File: src/rtl/tsnd_pkg.sv
package tsnd_pkg;
  typedef enum logic [1:0] {
    RSN_NONE = 2'b00,
    RSN_PID  = 2'b01,
    RSN_ZERO = 2'b10,
    RSN_BOTH = 2'b11
  } reason_t;
endpackage

File: src/rtl/tsnd_framer.sv
module tsnd_framer #(
  parameter int PKT_LEN = 188,
  localparam int CNT_W = $clog2(PKT_LEN)
) (
  input  logic             clk,
  input  logic             rst,
  input  logic             in_valid,
  input  logic             in_sop,
  output logic             take,
  output logic [CNT_W-1:0] idx,
  output logic             last,
  output logic             abort_req
);
  localparam logic [CNT_W-1:0] LAST_IDX = CNT_W'(PKT_LEN - 1);

  logic             active;
  logic [CNT_W-1:0] pos;

  assign take      = in_valid && (in_sop || active);
  assign idx       = in_sop ? '0 : pos;
  assign last      = take && (idx == LAST_IDX);
  assign abort_req = in_valid && in_sop && active;

  always_ff @(posedge clk) begin
    if (rst) begin
      active <= 1'b0;
      pos    <= '0;
    end else if (take) begin
      if (last) begin
        active <= 1'b0;
        pos    <= '0;
      end else begin
        active <= 1'b1;
        pos    <= idx + CNT_W'(1);
      end
    end
  end

  // completing a packet always leaves the framer idle
  assert_idle_after_last_R2: assert property (@(posedge clk) disable iff (rst)
    last |=> !active);
  // position never leaves the packet range
  assert_pos_range_R2: assert property (@(posedge clk) disable iff (rst)
    active |-> (pos <= LAST_IDX));
  // a dropped packet restarts framing with the marked byte
  assert_restart_R7: assert property (@(posedge clk) disable iff (rst)
    abort_req |=> (active && pos == CNT_W'(1)));
endmodule

File: src/rtl/tsnd_pid_match.sv
module tsnd_pid_match #(
  parameter int          PKT_LEN  = 188,
  parameter int          PID_W    = 13,
  parameter logic [12:0] NULL_PID = 13'h1FFF,
  localparam int CNT_W = $clog2(PKT_LEN)
) (
  input  logic             clk,
  input  logic             rst,
  input  logic             take,
  input  logic [CNT_W-1:0] idx,
  input  logic [7:0]       in_byte,
  output logic             pid_hit
);
  localparam logic [15:0] PID_MASK = 16'((1 << PID_W) - 1);

  logic [15:0] hdr_sr;

  always_ff @(posedge clk) begin
    if (rst) begin
      hdr_sr <= '0;
    end else if (take && (idx == CNT_W'(1) || idx == CNT_W'(2))) begin
      hdr_sr <= {hdr_sr[7:0], in_byte};
    end
  end

  assign pid_hit = ((hdr_sr & PID_MASK) == 16'(NULL_PID));
endmodule

File: src/rtl/tsnd_zero_count.sv
module tsnd_zero_count #(
  parameter int PKT_LEN = 188,
  parameter int HDR_LEN = 4,
  localparam int CNT_W   = $clog2(PKT_LEN),
  localparam int PAY_LEN = PKT_LEN - HDR_LEN,
  localparam int NZ_W    = $clog2(PAY_LEN + 1)
) (
  input  logic             clk,
  input  logic             rst,
  input  logic             take,
  input  logic [CNT_W-1:0] idx,
  input  logic [7:0]       in_byte,
  output logic [NZ_W-1:0]  total
);
  logic [NZ_W-1:0] acc;
  logic            in_pay;
  logic            first;

  assign in_pay = (idx >= CNT_W'(HDR_LEN));
  assign first  = (idx == CNT_W'(HDR_LEN));
  assign total  = (first ? '0 : acc) + NZ_W'(in_byte != 8'h00);

  always_ff @(posedge clk) begin
    if (rst) acc <= '0;
    else if (take && in_pay) acc <= total;
  end

  // accumulator cannot exceed the payload length
  assert_acc_bound_R4: assert property (@(posedge clk) disable iff (rst)
    acc <= NZ_W'(PAY_LEN));
endmodule

File: src/rtl/ts_null_detector.sv
module ts_null_detector #(
  parameter int          PKT_LEN     = 188,
  parameter int          HDR_LEN     = 4,
  parameter int          PID_W       = 13,
  parameter logic [12:0] NULL_PID    = 13'h1FFF,
  parameter int          MAX_NONZERO = 18,
  localparam int CNT_W   = $clog2(PKT_LEN),
  localparam int PAY_LEN = PKT_LEN - HDR_LEN,
  localparam int NZ_W    = $clog2(PAY_LEN + 1)
) (
  input  logic            clk,
  input  logic            rst,
  input  logic            in_valid,
  input  logic            in_sop,
  input  logic [7:0]      in_byte,
  output logic            out_valid,
  output logic            out_null,
  output logic [1:0]      out_reason,
  output logic [NZ_W-1:0] out_nonzero,
  output logic            out_abort
);
  import tsnd_pkg::*;

  logic             take, last, abort_req, pid_hit, zero_ok;
  logic [CNT_W-1:0] idx;
  logic [NZ_W-1:0]  total;
  reason_t          rsn;

  tsnd_framer #(.PKT_LEN(PKT_LEN)) u_framer (
    .clk(clk), .rst(rst), .in_valid(in_valid), .in_sop(in_sop),
    .take(take), .idx(idx), .last(last), .abort_req(abort_req)
  );

  tsnd_pid_match #(.PKT_LEN(PKT_LEN), .PID_W(PID_W), .NULL_PID(NULL_PID)) u_pid (
    .clk(clk), .rst(rst), .take(take), .idx(idx), .in_byte(in_byte),
    .pid_hit(pid_hit)
  );

  tsnd_zero_count #(.PKT_LEN(PKT_LEN), .HDR_LEN(HDR_LEN)) u_zero (
    .clk(clk), .rst(rst), .take(take), .idx(idx), .in_byte(in_byte),
    .total(total)
  );

  assign zero_ok = (total <= NZ_W'(MAX_NONZERO));
  assign rsn     = reason_t'({zero_ok, pid_hit});

  always_ff @(posedge clk) begin
    if (rst) begin
      out_valid   <= 1'b0;
      out_abort   <= 1'b0;
      out_null    <= 1'b0;
      out_reason  <= RSN_NONE;
      out_nonzero <= '0;
    end else begin
      out_valid <= last;
      out_abort <= abort_req;
      if (last) begin
        out_null    <= (rsn != RSN_NONE);
        out_reason  <= rsn;
        out_nonzero <= total;
      end
    end
  end

  // verdict strobe lasts one cycle
  assert_single_pulse_R2: assert property (@(posedge clk) disable iff (rst)
    out_valid |=> !out_valid);
  // a drop and a verdict never coincide
  assert_no_overlap_R7: assert property (@(posedge clk) disable iff (rst)
    !(out_valid && out_abort));
  // reported count fits the payload
  assert_nz_bound_R4: assert property (@(posedge clk) disable iff (rst)
    out_valid |-> (out_nonzero <= NZ_W'(PAY_LEN)));
  // zero-fill reason only within tolerance
  assert_zero_rule_R5: assert property (@(posedge clk) disable iff (rst)
    (out_valid && out_reason[1]) |-> (out_nonzero <= NZ_W'(MAX_NONZERO)));
endmodule

File: config.mk
export PLATFORM = sky130hd
export DESIGN_NAME = ts_null_detector
export DESIGN_NICKNAME = d
export VERILOG_FILES = /design/src/rtl/tsnd_pkg.sv /design/src/rtl/tsnd_framer.sv /design/src/rtl/tsnd_pid_match.sv /design/src/rtl/tsnd_zero_count.sv /design/src/rtl/ts_null_detector.sv
export SDC_FILE = /design/constraint.sdc
export NUM_CORES = 1
export LEC_CHECK = 0
export ABC_AREA = 1
export BUFFER_PORTS_ARGS = -buffer_cell sky130_fd_sc_hd__buf_4
export CORE_MARGIN = 4
export CORE_UTILIZATION = 55
export CTS_CLUSTER_DIAMETER = 40
export DETAILED_ROUTE_END_ITERATION = 8
export GPL_TIMING_DRIVEN = 0
export PLACE_DENSITY = 0.79
export SYNTH_ARGS = -nofsm -noshare
export SYNTH_HDL_FRONTEND = slang
export SYNTH_SLANG_ARGS = --single-unit
export TNS_END_PERCENT = 100
File: constraint.sdc
create_clock -name clk -period 3.63 [get_ports clk]
set_clock_uncertainty 0.2 [all_clocks]
set_input_delay 0.5445 -clock clk [delete_from_list [all_inputs] [get_ports clk]]
set_output_delay 0.5445 -clock clk [all_outputs]
set_load 0.01 [all_outputs]
==> metrics.txt <==
Max-Cap Viols=0; Post-synth ARST share=0; Num CTS Buffers=5; R2R depth=20; Slew @ Worst Pin=between 0.5 and 0.6 ns; leakage power figure=0.00112 uW; Detailed Route Iter0 Violations=between 80 and 90; Post-DRT Antenna Nets=0; post-CTS setup buffers=0; sequential power share=0.595; Max FO, Critical Path=10; CTS tree=yes; finished layout cell area=0.00246 mm^2; most common cell in the netlist=nor2_1; area leader, netlist=dfxtp_1; worst r2r src=u_framer.pos[0]$_SDFFE_PP0P_; DR DRC count=0; Clk pwr share=0.345; hold_sp=in_byte[0]; Post-Syn Nets=309; Synth Instances=291; Nets=~340; Slew Viols, Final=0; met2 usage=0.293; reg2reg setup slack=~0.7 ns; Core Region=around 0.0037 mm^2; I/O Buffers=23; pin count of the biggest net entering global routing=12; num rows=22; Sink Count=43; status=finished clean; GRT Util Overall=0.185; Worst Path Arrival=2.95 ns; Final period util=0.805; share of the synthesized area in the top cell type=0.399; clk buf depth=2; initial core utilization=0.580; WHS Endpoint=u_pid.hdr_sr[0]$_SDFFE_PP0P_; DRT Pass-1 Iters=4; net switching power=186 uW; Setup-failing EPs final=0; minimum clock period=2.92 ns; setup_tns=0 ns; Critical Path RT=around 3.7 ns; Setup crit end kind=flip-flop; # IOs=25; Layout area overhead=14.2%; Hold Path Depth=3; YS warnings=0; cell area after synthesis=0.00216 mm^2; # diodes=0; clk root buf=clkbuf_8; Internal Power=624 uW; worst hold path class=in -> reg; Post-synth EDFFs=0; sequential share of the synthesized area=0.399; met1 Use GR=0.241; area of the die=0.00499 mm^2; fmax=0.342 GHz; DR WL/cell=11.6 um; Via density=5.16; area of the multi-input gates=0.00109 mm^2; clk slew on worst S/H paths=0.08 ns; Slew HR=0.631; Seq cells post-synth=between 40 and 50; grt peak-use layer=met2; Crit Path Class=in -> reg; Sw Ratio=0.229; hold slack=0.277 ns; Post-DP HPWL=between 3000 and 4000 um; Die Wd=~71 um; Top FF cell, synth=dfxtp_1; layout cells sized above 1=0.178; Hold Vio Cnt, Final=0; Die Height=70.6 um; met3 Resource Use GR=0.0511; fill count=335; PD cells=between 300 and 400 mW/mm^2; largest cells by area after synthesis=dfxtp_1, nor2_1, nand2_1; Comb pwr share=0.060; synthesized area per cell=7.41 um^2; total congestion overflow=0; storage element area=861 um^2; unrepaired setup endpoints after global routing=false; Skew-Pair Late Insertion Delay=0.30 ns; post-synth cell types=36; post-CTS sizing=0; vias in the first global route=approximately 1700; maximum VDD drop=0.000223 V; area post-placement=0.00239 mm^2; r2r endpoint=out_reason[1]$_SDFFE_PP0P_; hold_buf cts=0; Vias=between 1500 and 2000; final WL=around 4300 um; H-tree Lvls=2; Commonest cells post-synth=nor2_1, nand2_1, dfxtp_1, inv_1, o21ai_0; crit path launch type=input port; Final GP Congestion=0.819; global-route wire length before repair=between 7000 and 8000 um; initial antenna violation count=0
sequential cells by signal (all words and copies together) (netlist names):
signal,count
u_zero.acc,8
out_valid,1
out_abort,1
out_reason,2
u_pid.hdr_sr,13
u_framer.pos,8
out_nonzero,8
u_framer.active,1
out_null,1
through the flow:
| stage | utilization | instances | total power [uW] | setup slack (ns) |
|---|---|---|---|---|
| floorplan | - | 291 | 521 | 0.718 |
| global placement | 0.643 | 362 | 539 | 0.441 |
| CTS | 0.663 | 368 | 820 | 0.712 |
| global route | 0.663 | 368 | 842 | 0.364 |
| detailed placement | 0.643 | 362 | 541 | 0.412 |
| finish | 0.663 | 368 | 809 | 0.710 |
placed cells by master (no fill, tap or decap), types with 3 or more instances in the layout:
cell      instances
ha_1              6
nand2_2           5
xnor2_1           3
xor2_1            3
nand4_1           4
nor2_1           58
o21ai_0          22
a21oi_1          10
buf_6             3
clkbuf_8          5
nand3_1          12
clkbuf_1          6
inv_2             3
o21ai_1           4
inv_1            33
nand2_1          46
o211ai_1          4
nor4_1            3
dfxtp_1          43
buf_4            23
area by class of cell:
type | instances | area share
Buffer | 9 | 0.0234
Clock buffer | 6 | 0.0295
Inverter | 37 | 0.0595
Multi-Input combinational cell | 202 | 0.444
Sequential cell | 43 | 0.350
Tap cell | 48 | 0.0244
Timing Repair Buffer | 23 | 0.0701
critical path, stage by stage:
cell and delay [ns]:
buf_6 0.13, nor2_1 0.19, inv_1 0.11, ha_1 0.21, nand2_1 0.11, nor2_4 0.05
nand3_4 0.08, buf_6 0.15, nand2_1 0.05, inv_1 0.05, ha_1 0.15, ha_1 0.19
nand2_1 0.06, inv_1 0.05, nand3_1 0.12, xnor2_1 0.27, nor2_1 0.10, nor2_2 0.12
nand2_2 0.08, a21oi_2 0.11
metal layers:
| metal | share of wire | up-vias | routed length [um] |
|---|---|---|---|
| met1 | 0.48 | 869 | 2050 |
| met5 | 0 | - | 0 |
| met4 | 0.014 | 0 | 58 |
| li1 | - | 991 | - |
| met2 | 0.46 | 34 | 1960 |
| met3 | 0.051 | 5 | 217 |
kinds of logic (layout without fill, tap and decap cells):
kind of cell	count (synthesis)	in the layout	synth area share
simple gates	140	140	0.303
compound gates	50	50	0.144
buf+inv	46	75	0.0945
flops	43	43	0.399
fa+ha+maj	6	6	0.0348
xor+xnor	6	6	0.0244
worst max path at each step:
stage                                      start                         end  slack, ns
detailed placement                        in_sop  out_reason[1]$_SDFFE_PP0P_       0.41
CTS                                       in_sop  out_reason[1]$_SDFFE_PP0P_       0.71
global placement                          in_sop  out_reason[1]$_SDFFE_PP0P_       0.44
floorplan                                 in_sop       out_null$_SDFFE_PP0P_       0.72
finish                                    in_sop  out_reason[1]$_SDFFE_PP0P_       0.71
global route        u_framer.pos[0]$_SDFFE_PP0P_  out_reason[1]$_SDFFE_PP0P_       0.36
power by group through the flow:
stage	Sequential (uW)	Clock, uW	Combinational [uW]
after detailed placement	493	0	48.2
after global routing	482	306	54.0
final	482	279	48.4
after global placement	492	0	47.1
after floorplan	492	0	29.0
after CTS	482	290	48.4
No activity file was read; power rests on OpenSTA's default activity.
